==> config.mk <==
export PLATFORM = sky130hd
export DESIGN_NAME = doe_mbox_engine
export DESIGN_NICKNAME = d
export VERILOG_FILES = /design/src/rtl/doe_mbox_pkg.sv /design/src/rtl/doe_req_buf.sv /design/src/rtl/doe_rsp_buf.sv /design/src/rtl/doe_irq_gen.sv /design/src/rtl/doe_mbox_engine.sv
export SDC_FILE = /design/constraint.sdc
export NUM_CORES = 1
export LEC_CHECK = 0
export BUFFER_PORTS_ARGS = -buffer_cell sky130_fd_sc_hd__buf_2
export CORE_UTILIZATION = 56
export CTS_CLUSTER_DIAMETER = 40
export DETAILED_ROUTE_END_ITERATION = 10
export GPL_ROUTABILITY_DRIVEN = 0
export HOLD_SLACK_MARGIN = 0.08
export MAX_ROUTING_LAYER = met4
export PLACE_DENSITY_LB_ADDON = 0.3
export SKIP_LAST_GASP = 1
export SLEW_MARGIN = 40
export SYNTH_ARGS = -nofsm -noshare
export SYNTH_HDL_FRONTEND = slang
export SYNTH_SLANG_ARGS = --single-unit
==> constraint.sdc <==
create_clock -name clk -period 4.6 [get_ports clk]
set_input_delay 0.92 -clock clk [delete_from_list [all_inputs] [get_ports clk]]
set_output_delay 0.92 -clock clk [all_outputs]
set_load 0.02 [all_outputs]
==> src/rtl/doe_mbox_pkg.sv <==
package doe_mbox_pkg;

    localparam int VEC_W = 11;

    typedef enum logic [2:0] {
        OFS_CAP    = 3'd0,
        OFS_CTRL   = 3'd1,
        OFS_STATUS = 3'd2,
        OFS_WMBOX  = 3'd3,
        OFS_RMBOX  = 3'd4
    } reg_ofs_e;

    localparam int CTL_ABORT = 0;
    localparam int CTL_IEN   = 1;
    localparam int CTL_GO    = 31;

    localparam int STS_BUSY  = 0;
    localparam int STS_INTR  = 1;
    localparam int STS_ERR   = 2;
    localparam int STS_READY = 31;

    typedef struct packed {
        logic ready;
        logic err;
        logic intr;
        logic busy;
    } mbox_status_t;

    function automatic logic [31:0] pack_status(mbox_status_t s);
        logic [31:0] w;
        w            = '0;
        w[STS_BUSY]  = s.busy;
        w[STS_INTR]  = s.intr;
        w[STS_ERR]   = s.err;
        w[STS_READY] = s.ready;
        return w;
    endfunction

    function automatic logic [31:0] pack_cap(logic capable, logic [VEC_W-1:0] vec);
        logic [31:0] w;
        w          = '0;
        w[0]       = capable;
        w[VEC_W:1] = vec;
        return w;
    endfunction

endpackage

==> src/rtl/doe_req_buf.sv <==
module doe_req_buf #(
    parameter  int DEPTH = 16,
    localparam int LEN_W = $clog2(DEPTH + 1),
    localparam int IDX_W = $clog2(DEPTH)
) (
    input  logic             clk,
    input  logic             rst,
    input  logic             clr,
    input  logic             wr_en,
    input  logic [31:0]      wr_data,
    input  logic [IDX_W-1:0] rd_idx,
    output logic [31:0]      rd_data,
    output logic [LEN_W-1:0] len,
    output logic             full
);
    logic [31:0]      mem [DEPTH];
    logic [LEN_W-1:0] len_q;

    assign full    = (len_q == LEN_W'(DEPTH));
    assign len     = len_q;
    assign rd_data = mem[rd_idx];

    always_ff @(posedge clk) begin
        if (rst || clr) begin
            len_q <= '0;
        end else if (wr_en && !full) begin
            len_q <= len_q + LEN_W'(1);
        end
    end

    always_ff @(posedge clk) begin
        if (!rst && !clr && wr_en && !full) begin
            mem[len_q[IDX_W-1:0]] <= wr_data;
        end
    end

    AST_NO_OVERFLOW: assert property (@(posedge clk) disable iff (rst)
        (wr_en && full && !clr) |=> $stable(len_q)) else $error("write past depth changed length");

    AST_REQ_CLEARED: assert property (@(posedge clk) disable iff (rst)
        clr |=> (len_q == '0)) else $error("request length not cleared");
endmodule

==> src/rtl/doe_rsp_buf.sv <==
module doe_rsp_buf #(
    parameter  int DEPTH = 16,
    localparam int LEN_W = $clog2(DEPTH + 1),
    localparam int IDX_W = $clog2(DEPTH)
) (
    input  logic             clk,
    input  logic             rst,
    input  logic             clr_all,
    input  logic             restart,
    input  logic             push,
    input  logic [31:0]      push_data,
    input  logic             pop,
    output logic [31:0]      rd_data,
    output logic [LEN_W-1:0] len,
    output logic             last,
    output logic             full
);
    logic [31:0]      mem [DEPTH];
    logic [IDX_W-1:0] idx_q;
    logic [LEN_W-1:0] len_q;

    assign full    = (len_q == LEN_W'(DEPTH));
    assign len     = len_q;
    assign last    = ((LEN_W'(idx_q) + LEN_W'(1)) == len_q);
    assign rd_data = mem[idx_q];

    always_ff @(posedge clk) begin
        if (rst || clr_all) begin
            idx_q <= '0;
            len_q <= '0;
            for (int i = 0; i < DEPTH; i++) begin
                mem[i] <= '0;
            end
        end else if (restart) begin
            idx_q <= '0;
            len_q <= '0;
        end else if (push && !full) begin
            mem[len_q[IDX_W-1:0]] <= push_data;
            len_q                 <= len_q + LEN_W'(1);
        end else if (pop) begin
            if (last) begin
                idx_q <= '0;
                len_q <= '0;
            end else begin
                idx_q <= idx_q + IDX_W'(1);
            end
        end
    end

    AST_CLEAR_ZEROES: assert property (@(posedge clk) disable iff (rst)
        clr_all |=> (len_q == '0 && rd_data == '0)) else $error("read buffer not zeroed");
endmodule

==> src/rtl/doe_irq_gen.sv <==
module doe_irq_gen #(
    parameter bit IRQ_CAPABLE = 1'b1
) (
    input  logic clk,
    input  logic rst,
    input  logic ien,
    input  logic raise,
    input  logic sts_w1c,
    input  logic msix_en,
    input  logic msi_en,
    output logic intr_sts,
    output logic msix_pulse,
    output logic msi_pulse
);
    logic fire;
    assign fire = IRQ_CAPABLE && ien && raise;

    always_ff @(posedge clk) begin
        if (rst) begin
            intr_sts   <= 1'b0;
            msix_pulse <= 1'b0;
            msi_pulse  <= 1'b0;
        end else begin
            msix_pulse <= fire && msix_en;
            msi_pulse  <= fire && !msix_en && msi_en;
            if (fire) begin
                intr_sts <= 1'b1;
            end else if (sts_w1c) begin
                intr_sts <= 1'b0;
            end
        end
    end

    AST_IRQ_GATED: assert property (@(posedge clk) disable iff (rst)
        (raise && !(IRQ_CAPABLE && ien)) |=> (!msix_pulse && !msi_pulse)) else $error("interrupt without enable");

    AST_IRQ_STATUS: assert property (@(posedge clk) disable iff (rst)
        (raise && IRQ_CAPABLE && ien) |=> intr_sts) else $error("interrupt raised without status");

    AST_ONE_PATH: assert property (@(posedge clk) disable iff (rst)
        !(msix_pulse && msi_pulse)) else $error("both delivery paths fired");
endmodule

==> src/rtl/doe_mbox_engine.sv <==
module doe_mbox_engine
    import doe_mbox_pkg::*;
#(
    parameter  int               DEPTH       = 16,
    parameter  bit               IRQ_CAPABLE = 1'b1,
    parameter  logic [VEC_W-1:0] IRQ_VECTOR  = 11'd5,
    localparam int               LEN_W       = $clog2(DEPTH + 1),
    localparam int               IDX_W       = $clog2(DEPTH)
) (
    input  logic             clk,
    input  logic             rst,
    input  logic             reg_wr,
    input  logic [2:0]       reg_addr,
    input  logic [31:0]      reg_wdata,
    output logic [31:0]      reg_rdata,
    output logic             hreq_valid,
    output logic [LEN_W-1:0] hreq_len,
    input  logic [IDX_W-1:0] hreq_idx,
    output logic [31:0]      hreq_data,
    input  logic             hrsp_push,
    input  logic [31:0]      hrsp_data,
    input  logic             hrsp_done,
    input  logic             hrsp_reject,
    input  logic             msix_en,
    input  logic             msi_en,
    output logic             irq_msix,
    output logic             irq_msi,
    output logic [VEC_W-1:0] irq_vector
);
    logic busy_q, err_q, ready_q, ien_q, hreq_q;
    logic wr_ctrl, abort, go_ok, wr_mbox, req_ovf, rsp_ovf;
    logic done_ok, done_rej, pop, mbox_clr, rsp_push, sts_w1c;
    logic [LEN_W-1:0] req_len, rsp_len;
    logic req_full, rsp_full, rsp_last, intr_sts;
    logic [31:0] rsp_rd_data;
    mbox_status_t sts;

    // Register write decode
    assign wr_ctrl  = reg_wr && (reg_addr == OFS_CTRL);
    assign abort    = wr_ctrl && reg_wdata[CTL_ABORT];
    assign go_ok    = wr_ctrl && reg_wdata[CTL_GO] && !reg_wdata[CTL_ABORT]
                      && !busy_q && !err_q && (req_len != '0);
    assign wr_mbox  = reg_wr && (reg_addr == OFS_WMBOX) && !busy_q;
    assign req_ovf  = wr_mbox && req_full;
    assign pop      = reg_wr && (reg_addr == OFS_RMBOX) && ready_q;
    assign sts_w1c  = reg_wr && (reg_addr == OFS_STATUS) && reg_wdata[STS_INTR];

    // Handler side
    assign rsp_push = hrsp_push && busy_q;
    assign rsp_ovf  = rsp_push && rsp_full;
    assign done_ok  = hrsp_done && busy_q && !hrsp_reject && !abort;
    assign done_rej = hrsp_done && busy_q && hrsp_reject;
    assign mbox_clr = abort || done_rej;

    doe_req_buf #(.DEPTH(DEPTH)) u_req (
        .clk     (clk),
        .rst     (rst),
        .clr     (mbox_clr || done_ok),
        .wr_en   (wr_mbox),
        .wr_data (reg_wdata),
        .rd_idx  (hreq_idx),
        .rd_data (hreq_data),
        .len     (req_len),
        .full    (req_full)
    );

    doe_rsp_buf #(.DEPTH(DEPTH)) u_rsp (
        .clk       (clk),
        .rst       (rst),
        .clr_all   (mbox_clr),
        .restart   (go_ok),
        .push      (rsp_push),
        .push_data (hrsp_data),
        .pop       (pop),
        .rd_data   (rsp_rd_data),
        .len       (rsp_len),
        .last      (rsp_last),
        .full      (rsp_full)
    );

    doe_irq_gen #(.IRQ_CAPABLE(IRQ_CAPABLE)) u_irq (
        .clk        (clk),
        .rst        (rst),
        .ien        (ien_q),
        .raise      (done_ok),
        .sts_w1c    (sts_w1c),
        .msix_en    (msix_en),
        .msi_en     (msi_en),
        .intr_sts   (intr_sts),
        .msix_pulse (irq_msix),
        .msi_pulse  (irq_msi)
    );

    always_ff @(posedge clk) begin
        if (rst) begin
            busy_q  <= 1'b0;
            err_q   <= 1'b0;
            ready_q <= 1'b0;
            ien_q   <= 1'b0;
            hreq_q  <= 1'b0;
        end else begin
            hreq_q <= go_ok;
            if (wr_ctrl) begin
                ien_q <= reg_wdata[CTL_IEN];
            end
            if (abort) begin
                busy_q  <= 1'b0;
                err_q   <= 1'b0;
                ready_q <= 1'b0;
            end else begin
                if (go_ok) begin
                    busy_q  <= 1'b1;
                    ready_q <= 1'b0;
                end
                if (done_ok) begin
                    busy_q  <= 1'b0;
                    ready_q <= (rsp_len != '0);
                end
                if (done_rej) begin
                    busy_q  <= 1'b0;
                    err_q   <= 1'b1;
                    ready_q <= 1'b0;
                end
                if (req_ovf || rsp_ovf) begin
                    err_q <= 1'b1;
                end
                if (pop && rsp_last) begin
                    ready_q <= 1'b0;
                end
            end
        end
    end

    assign sts = '{ready: ready_q, err: err_q, intr: intr_sts, busy: busy_q};

    always_comb begin
        reg_rdata = '0;
        case (reg_addr)
            OFS_CAP:    reg_rdata = pack_cap(IRQ_CAPABLE, IRQ_VECTOR);
            OFS_CTRL:   reg_rdata[CTL_IEN] = ien_q;
            OFS_STATUS: reg_rdata = pack_status(sts);
            OFS_RMBOX:  reg_rdata = rsp_rd_data;
            default:    reg_rdata = '0;
        endcase
    end

    assign hreq_valid = hreq_q;
    assign hreq_len   = req_len;
    assign irq_vector = IRQ_VECTOR;

    AST_HREQ_BUSY: assert property (@(posedge clk) disable iff (rst)
        hreq_q |-> busy_q) else $error("request pulse while idle");

    AST_ABORT_CLEARS: assert property (@(posedge clk) disable iff (rst)
        abort |=> (!busy_q && !err_q && !ready_q)) else $error("abort left state");

    AST_REJECT_FLAGS: assert property (@(posedge clk) disable iff (rst)
        (done_rej && !abort) |=> (err_q && !ready_q && !busy_q)) else $error("reject not flagged");

    AST_GO_BLOCKED: assert property (@(posedge clk) disable iff (rst)
        (wr_ctrl && reg_wdata[CTL_GO] && (busy_q || err_q)) |=> !hreq_q) else $error("go accepted while blocked");
endmodule

==> reports/metrics.cfg, run 1 <==
[die]
num_io_pins = 162
floorplan.die.width_um = 281
dieArea_sq_mm = 0.0788
rows = 101
initial_core_util = 0.570
die_h_um = 281
coreArea_sq_mm = 0.0763

[critical_path]
critPathKind = register to output port
path_cells = buf_12 > mux2_2 > a21oi_1 > o21ai_0 > nand3_1 > o21ai_0 > buf_2
cp-end-kind = output port
critical_path.max_fanout = 32
crit_slowest_cell = dfxtp_4
worst_setup_path_start_kind = register
crit_required_ns = 3.68
path_common_cell = o21ai_0
arrival_ns = 3.29
worstPathBufferInverterCount = 2
r2r-start = u_req.len[2]
slowest_delay_ns = 0.80
cp_top_family = flip-flops

[cells_and_area]
regArea_sq_mm = 0.0313
fillers = 5098
fin_cells = 3928
utilization = 0.658
nNetsFinal = 2869
multi_input_area_sq_mm = 0.0115
syn_to_final_growth_pct = 15.6
drive_above_1_share = 0.267

[synthesis]
async_flop_share = 0
netlist_instances = 2580
ys.flop_type = edfxtp_1
postSynthAreaPerCell_sq_um = 16.9
syn_area_sq_mm = 0.0435
yosysWarnings = 0
synth_edf_count = 1024
yosysUniqueCellTypes = 55
ys_seq_area_frac = 0.719
ys_seq_elements = 1050

[routing]
post_drt_wl_per_cell_um = 27.5
vias = 24523
highest_layer = met4
wl_met2_um = 54800
drt-total-wl_um = 108000
via_per_inst = 6.24
drtIter0Drc = 2864
drc = 0
met3WireLength_um = 8930
drtAntennaViolNets = 0
wl_met1_um = 40700
drtPass1Iterations = 6

[cts]
postCtsHoldBufs = 0
cts_setup_buffers = 0
cts_tree = built
cts_buffers = 130
clockBufferDepth = 3
cts_sinks = 1050
clk_pin_slew_ns = 0.05
cts_resized = 0
clockRootBuffer = clkbuf_16
clk-insertion-delay-late_ns = 0.73
h-tree-depth = 4

[sta]
finalHoldWorstSlack_ns = 0.390
slew_headroom = 0.445
finClkSkew_ns = 0.0279
layout_min_cycle_time_ns = 4.21
final_max_slew_viol_count = 0
setup_viol = 0
finalCritPeriodShare = 0.915
tightest_slew_ns = 0.832
final-hold-violation-count = 0
setup_tns_ns = 0
rsz0062_at_grt = no
fmax_mhz = 238

[placement]
portBuffers = 150
place_inst = 3678
dp_hpwl_um = 59000

[global_routing]
grt_pass1_wl_um = 160000
grt_overflow_total = 0
grt_pass1_vias = 25391
grt_max_degree = 93
grt_use_total = 0.289
grt_antenna_before_repair = 12

[power]
ir_drop_v = 0.000393
power.leakage_nw = 16.4
powerDensity_mw_per_mm2 = 432

[run]
max_cap_viol_count = 0

[outcome]
outcome = complete, no violations

[min_path]
min_path_type = primary input to register
worstHoldStart = msix_en

## synth_stat cells (5+ instances only)
cell type	number	area share
a21oi_1	32	0.0037
a22oi_1	18	0.0031
and2_1	33	0.0047
buf_1	11	0.00095
buf_2	71	0.0082
buf_4	17	0.0029
buf_6	9	0.0023
clkbuf_1	68	0.0059
dfxtp_1	26	0.012
edfxtp_1	1024	0.71
ha_1	9	0.0026
inv_1	10	0.00086
mux2_2	23	0.0060
mux2i_1	103	0.024
mux4_2	248	0.13
nand2_1	187	0.016
nand3_1	27	0.0031
nand4_1	5	0.00072
nor2_1	510	0.044
nor3_1	6	0.00069
nor3b_1	7	0.0012
o21a_1	20	0.0035
o21ai_0	49	0.0056
o22ai_1	8	0.0012
xnor2_1	5	0.0010
xor2_1	6	0.0012
## report_power, final
group / total (mW) / leakage (nW) / internal [mW] / switching [mW]
Sequential: 10.7 / 10.1 / 10.7 / 0.0559
Clock: 10.1 / 2.10 / 6.13 / 4.02
Combinational: 0.855 / 4.18 / 0.312 / 0.544
## sequential cells by signal (all words and copies together) (netlist names), named ones only
| name | flops |
|---|---|
| busy_q | 1 |
| err_q | 1 |
| hreq_valid | 1 |
| ien_q | 1 |
| ready_q | 1 |
| u_irq.intr_sts | 1 |
| u_irq.msi_pulse | 1 |
| u_irq.msix_pulse | 1 |
| u_req.len | 5 |
| u_req.mem | 512 |
| u_rsp.idx_q | 4 |
| u_rsp.len | 5 |
| u_rsp.mem | 512 |
## metrics by stage
step	setup slack [ns]	cell area [sq um]	total power [mW]
6_report	0.391	50200	21.7
5_1_grt	0.224	50200	22.2
3_3_place_gp	0.670	45800	11.7
4_1_cts	0.383	50200	21.8
2_1_floorplan	0.717	43500	11.4
3_5_place_dp	0.763	45900	11.8
## final timing paths
| kind | slack, ns | end | cells past startpoint |
|---|---|---|---|
| worst min-delay path | 0.39 | u_irq.msi_pulse | 2 |
| worst min register to register | 0.49 | register | 2 |
| worst max-delay path | 0.39 | reg_rdata[21] | 7 |
| worst max register to register | 1.22 | u_req.mem[12][11] | 6 |
## cells in the final DEF, fill, tap and decap left out, types with 18 or more instances in the layout
| master | n |
|---|---|
| mux4_2 | 248 |
| clkinv_2 | 21 |
| clkbuf_16 | 131 |
| nor2_1 | 498 |
| o21ai_0 | 48 |
| clkinv_1 | 22 |
| mux2i_1 | 103 |
| edfxtp_1 | 1024 |
| o21a_1 | 20 |
| buf_4 | 66 |
| a21oi_1 | 32 |
| buf_2 | 148 |
| dfxtp_1 | 23 |
| buf_12 | 22 |
| and2_1 | 33 |
| mux2_2 | 23 |
| nand2_1 | 168 |
| nand3_1 | 27 |
| a22oi_1 | 18 |
## final cells by class
class                      count  share of cell area
multi-input combinational   1349               0.230
antenna                       13            0.000647
clock inverter                96              0.0202
clock buffer                 140              0.0659
tap                         1030              0.0256
sequential                  1050               0.623
inverter                      10            0.000747
timing repair buffer         240              0.0346
## routing by layer
layer	track usage	vias up
li1	-	10336
met1	0.365	12619
met2	0.474	1303
met3	0.0494	265
met4	0.107	0
met5	-	-
## logic make-up (layout without fill, tap and decap cells)
kind of cell | Yosys count | count (layout) | synth area share
simple gates | 803 | 803 | 0.0758
flops | 1050 | 1050 | 0.719
other cells | 2 | 24 | 0.000173
fa+ha+maj | 9 | 9 | 0.00259
mux | 374 | 374 | 0.158
compound gates | 141 | 141 | 0.0202
buf+inv | 190 | 486 | 0.0216
xor+xnor | 11 | 11 | 0.00222
(Power assumes the default switching activity.)
==> run 2, diff against run 1 <==
--- a/config.mk
+++ b/config.mk
@@ -11,7 +11,6 @@
 export DETAILED_ROUTE_END_ITERATION = 10
 export GPL_ROUTABILITY_DRIVEN = 0
 export HOLD_SLACK_MARGIN = 0.08
-export MAX_ROUTING_LAYER = met4
 export PLACE_DENSITY_LB_ADDON = 0.3
 export SKIP_LAST_GASP = 1
 export SLEW_MARGIN = 40
==> reports/metrics.cfg, run 2 (same netlist as run 1, synthesis figures left out) <==
[routing]
post_drt_wl_per_cell_um = 27.6  ; +0.31%
drc = 0  ; unchanged
drt-total-wl_um = 108000  ; +0.10%
drtAntennaViolNets = 0  ; unchanged
via_per_inst = 6.26  ; +0.22%
vias = 24526  ; +0.012%
drtPass1Iterations = 6  ; unchanged
drtIter0Drc = 2887  ; +0.80%

[outcome]
outcome = complete, no violations

[placement]
portBuffers = 150  ; unchanged
placed_area_sq_mm = 0.0459  ; unchanged
dp_hpwl_um = 59000  ; unchanged
dp_slack_ns = 0.763  ; unchanged

[cts]
clockBufferDepth = 3  ; unchanged
clk-insertion-delay-late_ns = 0.72  ; about the same
cts_resized = 0  ; unchanged
clockRootBuffer = clkbuf_16
cts_setup_buffers = 0  ; unchanged
clk_pin_slew_ns = 0.05  ; about the same
cts_tree = built
cts_buffers = 130  ; unchanged
postCtsHoldBufs = 0  ; unchanged
h-tree-depth = 4  ; unchanged
cts_sinks = 1050  ; unchanged

[die]
die_h_um = 281  ; unchanged
dieArea_sq_mm = 0.0788  ; unchanged
num_io_pins = 162  ; unchanged
floorplan.die.width_um = 281  ; unchanged
rows = 101  ; unchanged
coreArea_sq_mm = 0.0763  ; unchanged
initial_core_util = 0.570  ; unchanged

[cells_and_area]
reg.largest.list = u_req.mem (512), u_rsp.mem (512)
layout_commonest_cell = edfxtp_1
design_area_sq_mm = 0.0502  ; about the same
utilization = 0.658  ; about the same
syn_to_final_growth_pct = 15.5  ; about the same
nNetsFinal = 2868  ; -0.035%
drive_above_1_share = 0.266  ; about the same
final_cell_mix = edfxtp_1, nor2_1, mux4_2

[global_routing]
grt_use_total = 0.280  ; -0.00870
grt_overflow_total = 0  ; unchanged
grt_pass1_vias = 25441  ; +0.20%
grt_antenna_before_repair = 13  ; +1
grt_pass1_wl_um = 160000  ; about the same
grt_max_degree = 93  ; unchanged

[run]
max_cap_viol_count = 0  ; unchanged

[sta]
setup_viol = 0  ; unchanged
fmax_mhz = 237  ; -0.32%
setup_tns_ns = 0  ; unchanged
finalCritPeriodShare = 0.918  ; +0.00294
final_max_slew_viol_count = 0  ; unchanged
layout_min_cycle_time_ns = 4.22  ; +0.0135 ns
final-hold-violation-count = 0  ; unchanged
setup_ws_ns = 0.378  ; -0.0135 ns
slew_headroom = 0.408  ; -0.0376
finClkSkew_ns = 0.0280  ; +0.000134 ns
tightest_slew_ns = 0.888  ; +0.0564 ns
rsz0062_at_grt = no

[critical_path]
critical_path.max_fanout = 32  ; unchanged
r2r_slack_ns = 1.23  ; about the same
arrival_ns = 3.30  ; about the same
worst_setup_path_start_kind = register
crit_required_ns = 3.68  ; about the same
critPathKind = register to output port
cp-end-kind = output port

[min_path]
min_path_type = primary input to register

[power]
power.leakage_nw = 16.4  ; about the same
powerDensity_mw_per_mm2 = 433  ; +0.15%
ir_drop_v = 0.000388  ; -1.4%
total_power_mw = 21.7  ; about the same

-- run 2: cell count changes in the layout (fill, tap and decap cells not counted), sizes merged --
cell,delta
diode,-7
buf,-1
-- run 2: per-layer routing --
layer	global-route usage	wire length [um]	vias to the layer above
li1	-	-	10321
met1	0.364	40600	12566
met2	0.473	54800	1345
met3	0.0498	9100	282
met4	0.109	3530	12
met5	0	63	-
-- run 2: per-stage QoR --
stage	hold slack (ns)	std cells
floorplan	0.449	2589
global placement	0.471	3678
detailed placement	0.478	3678
CTS	0.356	3914
global route	0.394	3917
finish	0.394	3920
-- run 2: final cells by class --
| cell class | count | area (sq um) |
|---|---|---|
| Sequential cell | 1050 | 31300 |
| Fill cell | 5108 | 26100 |
| Multi-Input combinational cell | 1349 | 11500 |
| Clock buffer | 140 | 3310 |
| Timing Repair Buffer | 239 | 1710 |
| Tap cell | 1030 | 1290 |
| Clock inverter | 96 | 1020 |
| Inverter | 10 | 37.5 |
| Antenna cell | 6 | 15.0 |
-- run 2: power breakdown --
group	internal (mW)	switching (mW)	total [mW]
registers	10.7	0.0561	10.7
clock network	6.13	4.03	10.2
logic	0.312	0.544	0.856
total	17.1	4.63	21.7
-- run 2: worst max-delay path, cell delays in order, from the launching register on --
cell and delay [ns]:
dfxtp_4 0.81, buf_12 0.32, mux2_2 0.36, a21oi_1 0.22, o21ai_0 0.16, nand3_1 0.20
o21ai_0 0.23, buf_2 0.26
-- run 2: final timing paths --
check | startpoint | endpoint | cells after the start
hold / removal | msix_en | u_irq.msi_pulse | 2
hold reg to reg | u_rsp.idx_q[1] | register | 2
setup / recovery | register | reg_rdata[21] | 7
setup reg to reg | u_req.len[2] | u_req.mem[12][11] | 6
